--- src/rtl/acc_pkg.sv ---
package acc_pkg;

  // Register half selector used by the filter register bank
  typedef enum logic {
    HALF_LO = 1'b0,
    HALF_HI = 1'b1
  } half_e;

endpackage

--- src/rtl/acc_filter_regs.sv ---
module acc_filter_regs
  import acc_pkg::*;
#(
  parameter int NPAIR = 2,
  parameter int KEY_W = 12,
  parameter int REG_W = 8,
  parameter int PW    = 1
) (
  input  logic                   clk,
  input  logic                   wr_en,
  input  logic [PW-1:0]          wr_pair,
  input  logic                   wr_hi,
  input  logic [REG_W-1:0]       wr_data,
  input  logic [PW-1:0]          rd_pair,
  input  logic                   rd_hi,
  output logic [REG_W-1:0]       rd_data,
  output logic [NPAIR*KEY_W-1:0] filt_flat
);

  localparam int LO_W  = KEY_W - REG_W;
  localparam int PAD_W = REG_W - LO_W;

  logic [REG_W-1:0] hi_q [NPAIR];
  logic [LO_W-1:0]  lo_q [NPAIR];

  half_e wr_half;
  half_e rd_half;
  assign wr_half = half_e'(wr_hi);
  assign rd_half = half_e'(rd_hi);

  // Place a low-register nibble in the upper part of the byte, zeros below
  function automatic logic [REG_W-1:0] pack_lo(input logic [LO_W-1:0] nib);
    return {nib, {PAD_W{1'b0}}};
  endfunction

  // Storage has no reset: contents are defined only by software writes
  for (genvar p = 0; p < NPAIR; p++) begin : g_pair
    logic sel_w;
    assign sel_w = wr_en && (wr_pair == PW'(p));

    always_ff @(posedge clk) begin
      if (sel_w && wr_half == HALF_HI) begin
        hi_q[p] <= wr_data;
      end
      if (sel_w && wr_half == HALF_LO) begin
        lo_q[p] <= wr_data[REG_W-1 -: LO_W];
      end
    end

    assign filt_flat[p*KEY_W +: KEY_W] = {hi_q[p], lo_q[p]};
  end

  always_comb begin
    rd_data = '0;
    for (int p = 0; p < NPAIR; p++) begin
      if (rd_pair == PW'(p)) begin
        rd_data = (rd_half == HALF_HI) ? hi_q[p] : pack_lo(lo_q[p]);
      end
    end
  end

endmodule

--- src/rtl/acc_pair_cmp.sv ---
module acc_pair_cmp #(
  parameter int KEY_W = 12
) (
  input  logic [KEY_W-1:0] key,
  input  logic [KEY_W-1:0] filt,
  input  logic [KEY_W-1:0] mask,
  output logic             hit
);

  // Mask bit 1 = compare, 0 = don't care
  function automatic logic masked_eq(input logic [KEY_W-1:0] k,
                                     input logic [KEY_W-1:0] f,
                                     input logic [KEY_W-1:0] m);
    return ((k ^ f) & m) == '0;
  endfunction

  assign hit = masked_eq(key, filt, mask);

endmodule

--- src/rtl/acc_prio.sv ---
module acc_prio #(
  parameter int NPAIR = 2,
  parameter int IDX_W = 1
) (
  input  logic [NPAIR-1:0] hit_vec,
  output logic             any_hit,
  output logic [IDX_W-1:0] win_idx
);

  // Lowest-numbered matching pair wins; no match yields index 0
  always_comb begin
    win_idx = '0;
    for (int p = NPAIR - 1; p >= 0; p--) begin
      if (hit_vec[p]) begin
        win_idx = IDX_W'(p);
      end
    end
  end

  assign any_hit = |hit_vec;

endmodule

--- src/rtl/acc_dual_filter.sv ---
module acc_dual_filter #(
  parameter int ID_W  = 11,
  parameter int NPAIR = 2,
  parameter int REG_W = 8,
  localparam int KEY_W = ID_W + 1,
  localparam int PW    = (NPAIR > 1) ? $clog2(NPAIR) : 1,
  localparam int IDX_W = PW
) (
  input  logic                   clk,
  input  logic                   rst_n,
  input  logic                   wr_en,
  input  logic [PW-1:0]          wr_pair,
  input  logic                   wr_hi,
  input  logic [REG_W-1:0]       wr_data,
  input  logic [PW-1:0]          rd_pair,
  input  logic                   rd_hi,
  output logic [REG_W-1:0]       rd_data,
  input  logic [NPAIR*KEY_W-1:0] mask_flat,
  input  logic [ID_W-1:0]        msg_id,
  input  logic                   msg_rtr,
  input  logic                   frame_done,
  output logic                   acc_flag,
  output logic [IDX_W-1:0]       acc_idx
);

  // Identifier in the upper key bits, remote-request flag in bit 0
  function automatic logic [KEY_W-1:0] form_key(input logic [ID_W-1:0] id,
                                                input logic rtr);
    return {id, rtr};
  endfunction

  logic [KEY_W-1:0]       key_w;
  logic [NPAIR*KEY_W-1:0] filt_flat;
  logic [NPAIR-1:0]       hit_vec;
  logic                   any_hit;
  logic [IDX_W-1:0]       win_idx;

  assign key_w = form_key(msg_id, msg_rtr);

  acc_filter_regs #(
    .NPAIR(NPAIR), .KEY_W(KEY_W), .REG_W(REG_W), .PW(PW)
  ) i_regs (
    .clk      (clk),
    .wr_en    (wr_en),
    .wr_pair  (wr_pair),
    .wr_hi    (wr_hi),
    .wr_data  (wr_data),
    .rd_pair  (rd_pair),
    .rd_hi    (rd_hi),
    .rd_data  (rd_data),
    .filt_flat(filt_flat)
  );

  for (genvar p = 0; p < NPAIR; p++) begin : g_cmp
    acc_pair_cmp #(.KEY_W(KEY_W)) i_cmp (
      .key (key_w),
      .filt(filt_flat[p*KEY_W +: KEY_W]),
      .mask(mask_flat[p*KEY_W +: KEY_W]),
      .hit (hit_vec[p])
    );
  end

  acc_prio #(.NPAIR(NPAIR), .IDX_W(IDX_W)) i_prio (
    .hit_vec(hit_vec),
    .any_hit(any_hit),
    .win_idx(win_idx)
  );

  // Result captured on frame completion, held otherwise
  always_ff @(posedge clk or negedge rst_n) begin
    if (!rst_n) begin
      acc_flag <= 1'b0;
      acc_idx  <= '0;
    end else if (frame_done) begin
      acc_flag <= any_hit;
      acc_idx  <= any_hit ? win_idx : '0;
    end
  end

endmodule

--- config.mk ---
export PLATFORM = sky130hd
export DESIGN_NAME = acc_dual_filter
export DESIGN_NICKNAME = d
export VERILOG_FILES = /design/src/rtl/acc_pkg.sv /design/src/rtl/acc_filter_regs.sv /design/src/rtl/acc_pair_cmp.sv /design/src/rtl/acc_prio.sv /design/src/rtl/acc_dual_filter.sv
export SDC_FILE = /design/constraint.sdc
export NUM_CORES = 1
export LEC_CHECK = 0
export ABC_AREA = 1
export BUFFER_PORTS_ARGS = -buffer_cell sky130_fd_sc_hd__buf_2
export CORE_ASPECT_RATIO = 1.1
export CORE_MARGIN = 1.5
export CORE_UTILIZATION = 51
export DETAILED_ROUTE_END_ITERATION = 16
export PLACE_DENSITY = 0.84
export SETUP_SLACK_MARGIN = 0.1
export SYNTH_ARGS = -nofsm -noshare
export SYNTH_HDL_FRONTEND = slang
export SYNTH_SLANG_ARGS = --single-unit
--- constraint.sdc ---
create_clock -name clk -period 2 [get_ports clk]
set_input_delay 0.4 -clock clk [delete_from_list [all_inputs] [get_ports clk]]
set_output_delay 0.4 -clock clk [all_outputs]
set_load 0.02 [all_outputs]
# Yosys cells after proc, flatten, opt, wreduce, memory -nomap -nowiden
# Memory sizes are Yosys's and may differ from the RTL's.
# Cells that the tools add are included.
# totals
reg_bits	2
mem_bits_rw	24
in_bits	52
out_inout_bits	10
word_cells	41
memories	2
# memory_table
name	words	word_bits	rd	rd_ports_with_merged_regs	wr	line	source
i_regs.hi_q	2	8	2	0	1	acc_filter_regs.sv:23	logic [REG_W-1:0] hi_q [NPAIR];
i_regs.lo_q	2	4	2	0	1	acc_filter_regs.sv:24	logic [LO_W-1:0] lo_q [NPAIR];
# op_classes
muxes	20
n_bitwise	6
n_reduce_logical	11
# op_table
op	n
2-to-1 mux 8 bit	4
AND 12 bit	2
zero test 12 bit	2
XOR 12 bit	2
2-to-1 mux 1 bit	15
OR reduction 8 bit	1
logical AND 1 bit	6
2-to-1 mux 4 bit	1
OR reduction 4 bit	1
inverter 1 bit	2
OR reduction 2 bit	1

# Longest topological paths before layout
# Gate-level depths: netlist of run 1.
# depth
word_depth	6
depth_mapped	9
mapped_depth_nobuf	9

# Modules after synthesis
# A second synthesis of run 1 with hierarchy kept.
# hier_totals
hier_cells	238
area_unflattened_um2	1669.1
# modules_own_cells
module	instances	cells_per_inst	area_per_inst_um2	seq_area_each_um2
acc_filter_regs	1	91	1003.5	720.7
acc_pair_cmp	2	67	286.5	0.0
acc_dual_filter	1	9	77.6	50.0
acc_prio	1	4	15.0	0.0

# Worst setup path before layout of run 1
# OpenSTA, ideal clock, no wires.
# synth_timing
path_type	input to output
start	input port rd_hi
end	output port rd_data[5]
t_arrival_ns	1.223
required_time_ns	1.600
setup_slack_ns	0.377
path_stages	6
path_buffers	2
cell_sequence	buf_4 > inv_2 > buf_6 > o21ai_0 > a21oi_1 > a21oi_1
# synth_via
elab_chain_len	2
elab_cells_between_ends	3
cone_classes	mux (3)
# synth_lines
item	line	source
start, declared	acc_dual_filter.sv:16	input logic rd_hi,
2-to-1 mux 8 bit	acc_filter_regs.sv:57	rd_data = (rd_half == HALF_HI) ? hi_q[p] : pack_lo(lo_q[p]);
2-to-1 mux 8 bit *	acc_filter_regs.sv:56	if (rd_pair == PW'(p)) begin
end, declared	acc_dual_filter.sv:17	output logic [REG_W-1:0] rd_data,
# Every way passes the cells marked *; elsewhere a longest branch is shown, timed or not.

==> impl_metrics.env, run 1 <==
export IMPL_timing_final_crit_share=0.845
export IMPL_io_buffers=61
export IMPL_r2r_cells=9
export IMPL_nNetsFinal=322
export IMPL_viasPerCell=4.65
export IMPL_ctsHoldBuffers=1
export IMPL_drv_cap=0
export IMPL_cp_arrival_ns=1.29
export IMPL_synth_top_area_frac=0.471
export IMPL_ys_top_cells_by_area="edfxtp_1, nand2_1, inv_1"
export IMPL_relSlewSlack=0.620
export IMPL_run_status="finished, final reports clean"
export IMPL_setup_viol_count_final=0
export IMPL_synth_warnings=0
export IMPL_first_pass_iters=4
export IMPL_syn_area_per_cell_sq_um=7.50
export IMPL_die_h_microns=60.5
export IMPL_syn_inst=204
export IMPL_drt_iter0_markers=57
export IMPL_leakagePower_nw=1.03
export IMPL_cts_num_sinks=26
export IMPL_r2r_start="i_regs.lo_q[0][4]"
export IMPL_fin_setup_tns_ns=0
export IMPL_cts_setup_buffers=0
export IMPL_cts_tree="yes"
export IMPL_grt_pass1_wl_microns=5000
export IMPL_final_util=0.679
export IMPL_avgRoutedWirePerCell_microns=9.95
export IMPL_grt_overflow=0
export IMPL_finalMaxSlewViolations=0
export IMPL_reg2reg_setup_slack_ns=0.83
export IMPL_clock_root_buffer="clkbuf_4"
export IMPL_gr_usage_all_layers=0.193
export IMPL_cp_max_fo=2
export IMPL_worst_hold_path_type="input pin to flip-flop"
export IMPL_grt_pass1_vias=1221
export IMPL_hold_ws_ns=0.277
export IMPL_power_density_mw_per_mm2=558
export IMPL_core_sq_mm=0.00280
export IMPL_setup_worst_path_end="rd_data[7]"
export IMPL_cp_slowest_cell="edfxtp_1"
export IMPL_hpwl_microns=2570
export IMPL_worstMarginPinSlew_ns=0.566
export IMPL_clk_pin_slew_ns=0.12
export IMPL_required_ns=1.60
export IMPL_critPathMaxStageDelay_ns=0.39
export IMPL_area_delta_synth_final_pct=24.4
export IMPL_antenna_cells=0
export IMPL_drive_gt1_frac=0.257
export IMPL_gp_congestion=0.864
export IMPL_fmax_ghz=0.591
export IMPL_syn_area_sq_mm=0.00153
export IMPL_syn_nets=256
export IMPL_skew_ns=0.00829
export IMPL_fin_cells=302
export IMPL_clock_latency_ns=0.30
export IMPL_drc=0
export IMPL_ant_nets=0
export IMPL_clock_path_buffers=2
export IMPL_vias=1404
export IMPL_path_class="flip-flop to output pin"
export IMPL_die_width_microns=55.2
export IMPL_grt_antenna_before_repair=0
export IMPL_cts_resized=0
export IMPL_synth_top_area_cell="edfxtp_1"
export IMPL_die_area_sq_mm=0.00334
export IMPL_yosysSeqAreaShare=0.504
export IMPL_initial_utilization=0.546
export IMPL_htree_levels=1
export IMPL_critical_path_depth=5
export IMPL_routed_wl_microns=3010
export IMPL_peakVddDrop_mv=0.475
export IMPL_ys_seq_elements=26
export IMPL_crit_path_end_kind="output pin"
export IMPL_hold_viol=0
export IMPL_worst_path_buf_inv=2
export IMPL_start_kind="flip-flop"
export IMPL_ioPinCount=62
export IMPL_synth_cell_type_count=17
export IMPL_placed_area_sq_mm=0.00187
export IMPL_grt_max_degree=15
export IMPL_period_needed_ns=1.69
export IMPL_final_area_sq_mm=0.00190
export IMPL_layout_commonest_cell="nand2_1"
export IMPL_final_cell_mix="nand2_1, buf_2, inv_1"
export IMPL_post_place_cells=297
export IMPL_crit_path_start="i_regs.hi_q[0][7]"
export IMPL_r2r_end="acc_idx"
export IMPL_crit_chain="inv_1 -> o21ai_0 -> a21oi_1 -> a21oi_1 -> buf_2"
export IMPL_numCtsBuffers=3
export IMPL_rsz0062_at_grt="no"
export IMPL_cpMostUsedCell="a21oi_1"
export IMPL_cp_top_family="flip-flops"
export IMPL_rows=20
## synth_stat cells
cell type / instances
o21ai_0: 9
edfxtp_1: 24
a21oi_1: 13
buf_2: 1
nand3_2: 1
nand3_1: 26
nor2_2: 1
nand2_1: 69
inv_1: 41
buf_4: 1
nor2_1: 8
dfrtp_1: 2
o22ai_1: 1
nor3_1: 4
or2_1: 1
inv_2: 1
buf_6: 1
## worst reg2reg max path, delay by kind of cell (launching register included)
kind	cells	cell delay, ns
buffers and inverters	1	0.07
DFF	1	0.45
and+or+nand+nor	8	0.60
## final cells by class
class	count	area, sq um
Clock buffer	4	26.3
Fill cell	251	898
Inverter	42	158
Multi-Input combinational cell	133	578
Sequential cell	26	771
Tap cell	33	41.3
Timing Repair Buffer	64	330
## worst min-delay path by stage
stage | startpoint | endpoint | slack (ns) | cells after the start
after detailed placement | rst_n | acc_flag | 0.19 | 1
after global placement | rst_n | acc_idx | 0.19 | 1
final | wr_data[2] | i_regs.hi_q[0][10] | 0.28 | 1
after floorplan | rst_n | acc_flag | 0.10 | 0
after CTS | wr_data[0] | i_regs.hi_q[0][8] | 0.27 | 1
after global routing | wr_data[0] | i_regs.hi_q[0][0] | 0.26 | 1
## registers in the layout, summed over array words and instances, names as in the netlist
register	count
i_regs.hi_q	16
i_regs.lo_q	8
acc_idx	1
acc_flag	1
## per-stage QoR
step | setup slack (ns) | power (W)
6_report | 0.309 | 0.00106
3_5_place_dp | 0.376 | 0.000866
2_1_floorplan | 0.377 | 0.000771
3_3_place_gp | 0.403 | 0.000863
4_1_cts | 0.305 | 0.00107
5_1_grt | 0.189 | 0.00112
## logic make-up after synthesis
group,Yosys count,share of synthesized area
simple gates,110,0.302
buf+inv,45,0.119
flops,26,0.504
compound gates,23,0.0760
## report_power, final
group	internal, W	total, W	switching [W]	leakage [nW]
Sequential	0.000622	0.000639	0.0000170	0.248
Combinational	0.0000918	0.000216	0.000124	0.770
Clock	0.0000776	0.000207	0.000129	0.0150
Total	0.000792	0.00106	0.000270	1.03
## metal layers
metal / vias up / track usage / wire, microns / share of wire
li1: 780 / - / - / -
met2: 46 / 0.332 / 1340 / 0.45
met3: 4 / 0.0341 / 197 / 0.066
met5: - / 0 / 0 / 0
met4: 0 / 0.0592 / 44 / 0.015
met1: 574 / 0.256 / 1420 / 0.47
No activity file was read; power rests on OpenSTA's default activity.
==> run 2: changes to the inputs <==
--- a/config.mk
+++ b/config.mk
@@ -9,9 +9,9 @@
 export BUFFER_PORTS_ARGS = -buffer_cell sky130_fd_sc_hd__buf_2
 export CORE_ASPECT_RATIO = 1.1
 export CORE_MARGIN = 1.5
-export CORE_UTILIZATION = 51
+export CORE_UTILIZATION = 48
 export DETAILED_ROUTE_END_ITERATION = 16
-export PLACE_DENSITY = 0.84
+export PLACE_DENSITY = 0.8
 export SETUP_SLACK_MARGIN = 0.1
 export SYNTH_ARGS = -nofsm -noshare
 export SYNTH_HDL_FRONTEND = slang
==> constraint.sdc (replaced) <==
create_clock -name clk -period 1.8 [get_ports clk]
set_input_delay 0.36 -clock clk [delete_from_list [all_inputs] [get_ports clk]]
set_output_delay 0.36 -clock clk [all_outputs]
set_load 0.02 [all_outputs]
==> impl_metrics.env, run 2 (same netlist as run 1, synthesis figures left out) <==
export IMPL_run_status="finished, final reports clean"
export IMPL_placed_area_sq_mm=0.00189
export IMPL_antenna_cells=0
export IMPL_min_from="wr_data[0]"
export IMPL_fmax_ghz=0.620
export IMPL_die_h_microns=62.2
export IMPL_cp_max_fo=2
export IMPL_reg_largest_list="i_regs.hi_q: 16 flops, i_regs.lo_q: 8 flops"
export IMPL_die_width_microns=56.8
export IMPL_grt_antenna_before_repair=0
export IMPL_routed_wl_microns=3300
export IMPL_finalMaxSlewViolations=0
export IMPL_nNetsFinal=327
export IMPL_core_sq_mm=0.00305
export IMPL_relSlewSlack=0.873
export IMPL_numCtsBuffers=3
export IMPL_grt_pass1_wl_microns=5260
export IMPL_combPwrFrac=0.211
export IMPL_skew_ns=0.00374
export IMPL_p_clk_frac=0.197
export IMPL_pre_cts_slack_ns=0.326
export IMPL_io_buffers=61
export IMPL_cpMostUsedCell="a21oi_1"
export IMPL_initial_utilization=0.502
export IMPL_final_cell_mix="nand2_1, buf_2, inv_1"
export IMPL_clock_root_buffer="clkbuf_4"
export IMPL_largest_reg_flops=16
export IMPL_grt_max_degree=15
export IMPL_cts_tree="yes"
export IMPL_first_pass_iters=4
export IMPL_viasPerCell=4.69
export IMPL_final_util=0.641
export IMPL_layout_commonest_cell="nand2_1"
export IMPL_fin_ws_ns=0.188
export IMPL_grt_overflow=0
export IMPL_highest_signal_layer="met3"
export IMPL_intPower_w=0.000890
export IMPL_gr_usage_all_layers=0.188
export IMPL_ant_nets=0
export IMPL_fin_setup_tns_ns=0
export IMPL_sw_frac_of_total=0.260
export IMPL_start_kind="flip-flop"
export IMPL_power_density_mw_per_mm2=615
export IMPL_avgRoutedWirePerCell_microns=10.7
export IMPL_r2r_start="i_regs.hi_q[0][4]"
export IMPL_hold_viol=0
export IMPL_worst_hold_path_type="input pin to flip-flop"
export IMPL_clk_pin_slew_ns=0.13
export IMPL_top_register="i_regs.hi_q"
export IMPL_drc=0
export IMPL_crit_path_start="i_regs.hi_q[0][6]"
export IMPL_critPathMaxStageDelay_ns=0.44
export IMPL_cp_arrival_ns=1.25
export IMPL_final_area_sq_mm=0.00195
export IMPL_ioPinCount=62
export IMPL_wl_met1_microns=1520
export IMPL_finalPower_w=0.00120
export IMPL_route_met3_wl_microns=149
export IMPL_vias=1444
export IMPL_hpwl_microns=2760
export IMPL_htree_levels=1
export IMPL_rows=21
export IMPL_clock_latency_ns=0.30
export IMPL_drive_gt1_frac=0.277
export IMPL_leakagePower_nw=1.06
export IMPL_period_needed_ns=1.61
export IMPL_die_area_sq_mm=0.00354
export IMPL_grt_pass1_vias=1254
export IMPL_area_delta_synth_final_pct=27.7
export IMPL_clock_path_buffers=2
export IMPL_required_ns=1.44
export IMPL_gp_congestion=0.854
export IMPL_setup_viol_count_final=0
export IMPL_rsz0062_at_grt="no"
export IMPL_seqPwrFrac=0.592
export IMPL_path_class="flip-flop to output pin"
export IMPL_cts_num_sinks=26
export IMPL_met2_length_microns=1630
export IMPL_peakVddDrop_mv=0.486
export IMPL_timing_final_crit_share=0.896
export IMPL_p_sw_w=0.000313
export IMPL_drv_cap=0
export IMPL_cp_slowest_cell="edfxtp_1"
export IMPL_crit_chain="inv_1 -> o21ai_2 -> a21oi_1 -> a21oi_1 -> buf_4"
export IMPL_drt_iter0_markers=53
export IMPL_worstMarginPinSlew_ns=0.190
export IMPL_crit_path_end_kind="output pin"
## run 2: cell count changes in the layout (fill, tap and decap cells not counted)
cell	previous run	this run
buf_2	61	58
buf_4	2	10
inv_1	41	40
inv_2	1	2
o21ai_0	9	6
o21ai_1	0	2
o21ai_2	0	1
## run 2: final cells by class
| type | instances | area [sq um] |
|---|---|---|
| Timing Repair Buffer | 69 | 375 |
| Clock buffer | 4 | 26.3 |
| Multi-Input combinational cell | 133 | 582 |
| Sequential cell | 26 | 771 |
| Tap cell | 34 | 42.5 |
| Fill cell | 265 | 1090 |
| Inverter | 42 | 158 |
## run 2: critical path, delay by kind of cell, from the launching register on
| family | cells | cell delay [ns] |
|---|---|---|
| flip-flops | 1 | 0.44 |
| buffers and inverters | 2 | 0.27 |
| AO/OA/AOI/OAI | 3 | 0.23 |
## run 2: path summary, 6_finish.rpt
path | depth (start not counted) | to | slack [ns]
max | 5 | rd_data[6] | 0.19
max in group asynchronous | 2 | acc_flag | 1.36
max reg2reg | 7 | acc_idx | 0.58
min reg2reg | 2 | acc_flag | 0.49
min in group asynchronous | 2 | acc_idx | 0.35
min | 1 | i_regs.hi_q[0][8] | 0.24
## run 2: routing by layer
metal,track usage,up-vias
li1,-,792
met3,0.0208,0
met4,0.0349,0
met2,0.328,31
met5,0,-
met1,0.255,621
## run 2: power groups by stage
stage / sequential, W / combinational, W / clock, W
4_1_cts: 0.000711 / 0.000246 / 0.000242
3_5_place_dp: 0.000725 / 0.000244 / 0
3_3_place_gp: 0.000724 / 0.000240 / 0
2_1_floorplan: 0.000720 / 0.000137 / 0
5_1_grt: 0.000715 / 0.000288 / 0.000272
6_report: 0.000712 / 0.000254 / 0.000237
## run 2: timing repair
item                                    in CTS  in global routing
hold buffers                                 1                  0
hold endpoints to repair                     2                  0
resized for setup                            0                  8
setup buffers                                0                  2
endpoints found under the setup margin       0                  3
## run 2: stage by stage
step                hold WS [ns]  instances
floorplan                 0.0644        204
global placement           0.145        301
detailed placement         0.146        301
CTS                        0.234        306
global route               0.221        308
finish                     0.243        308
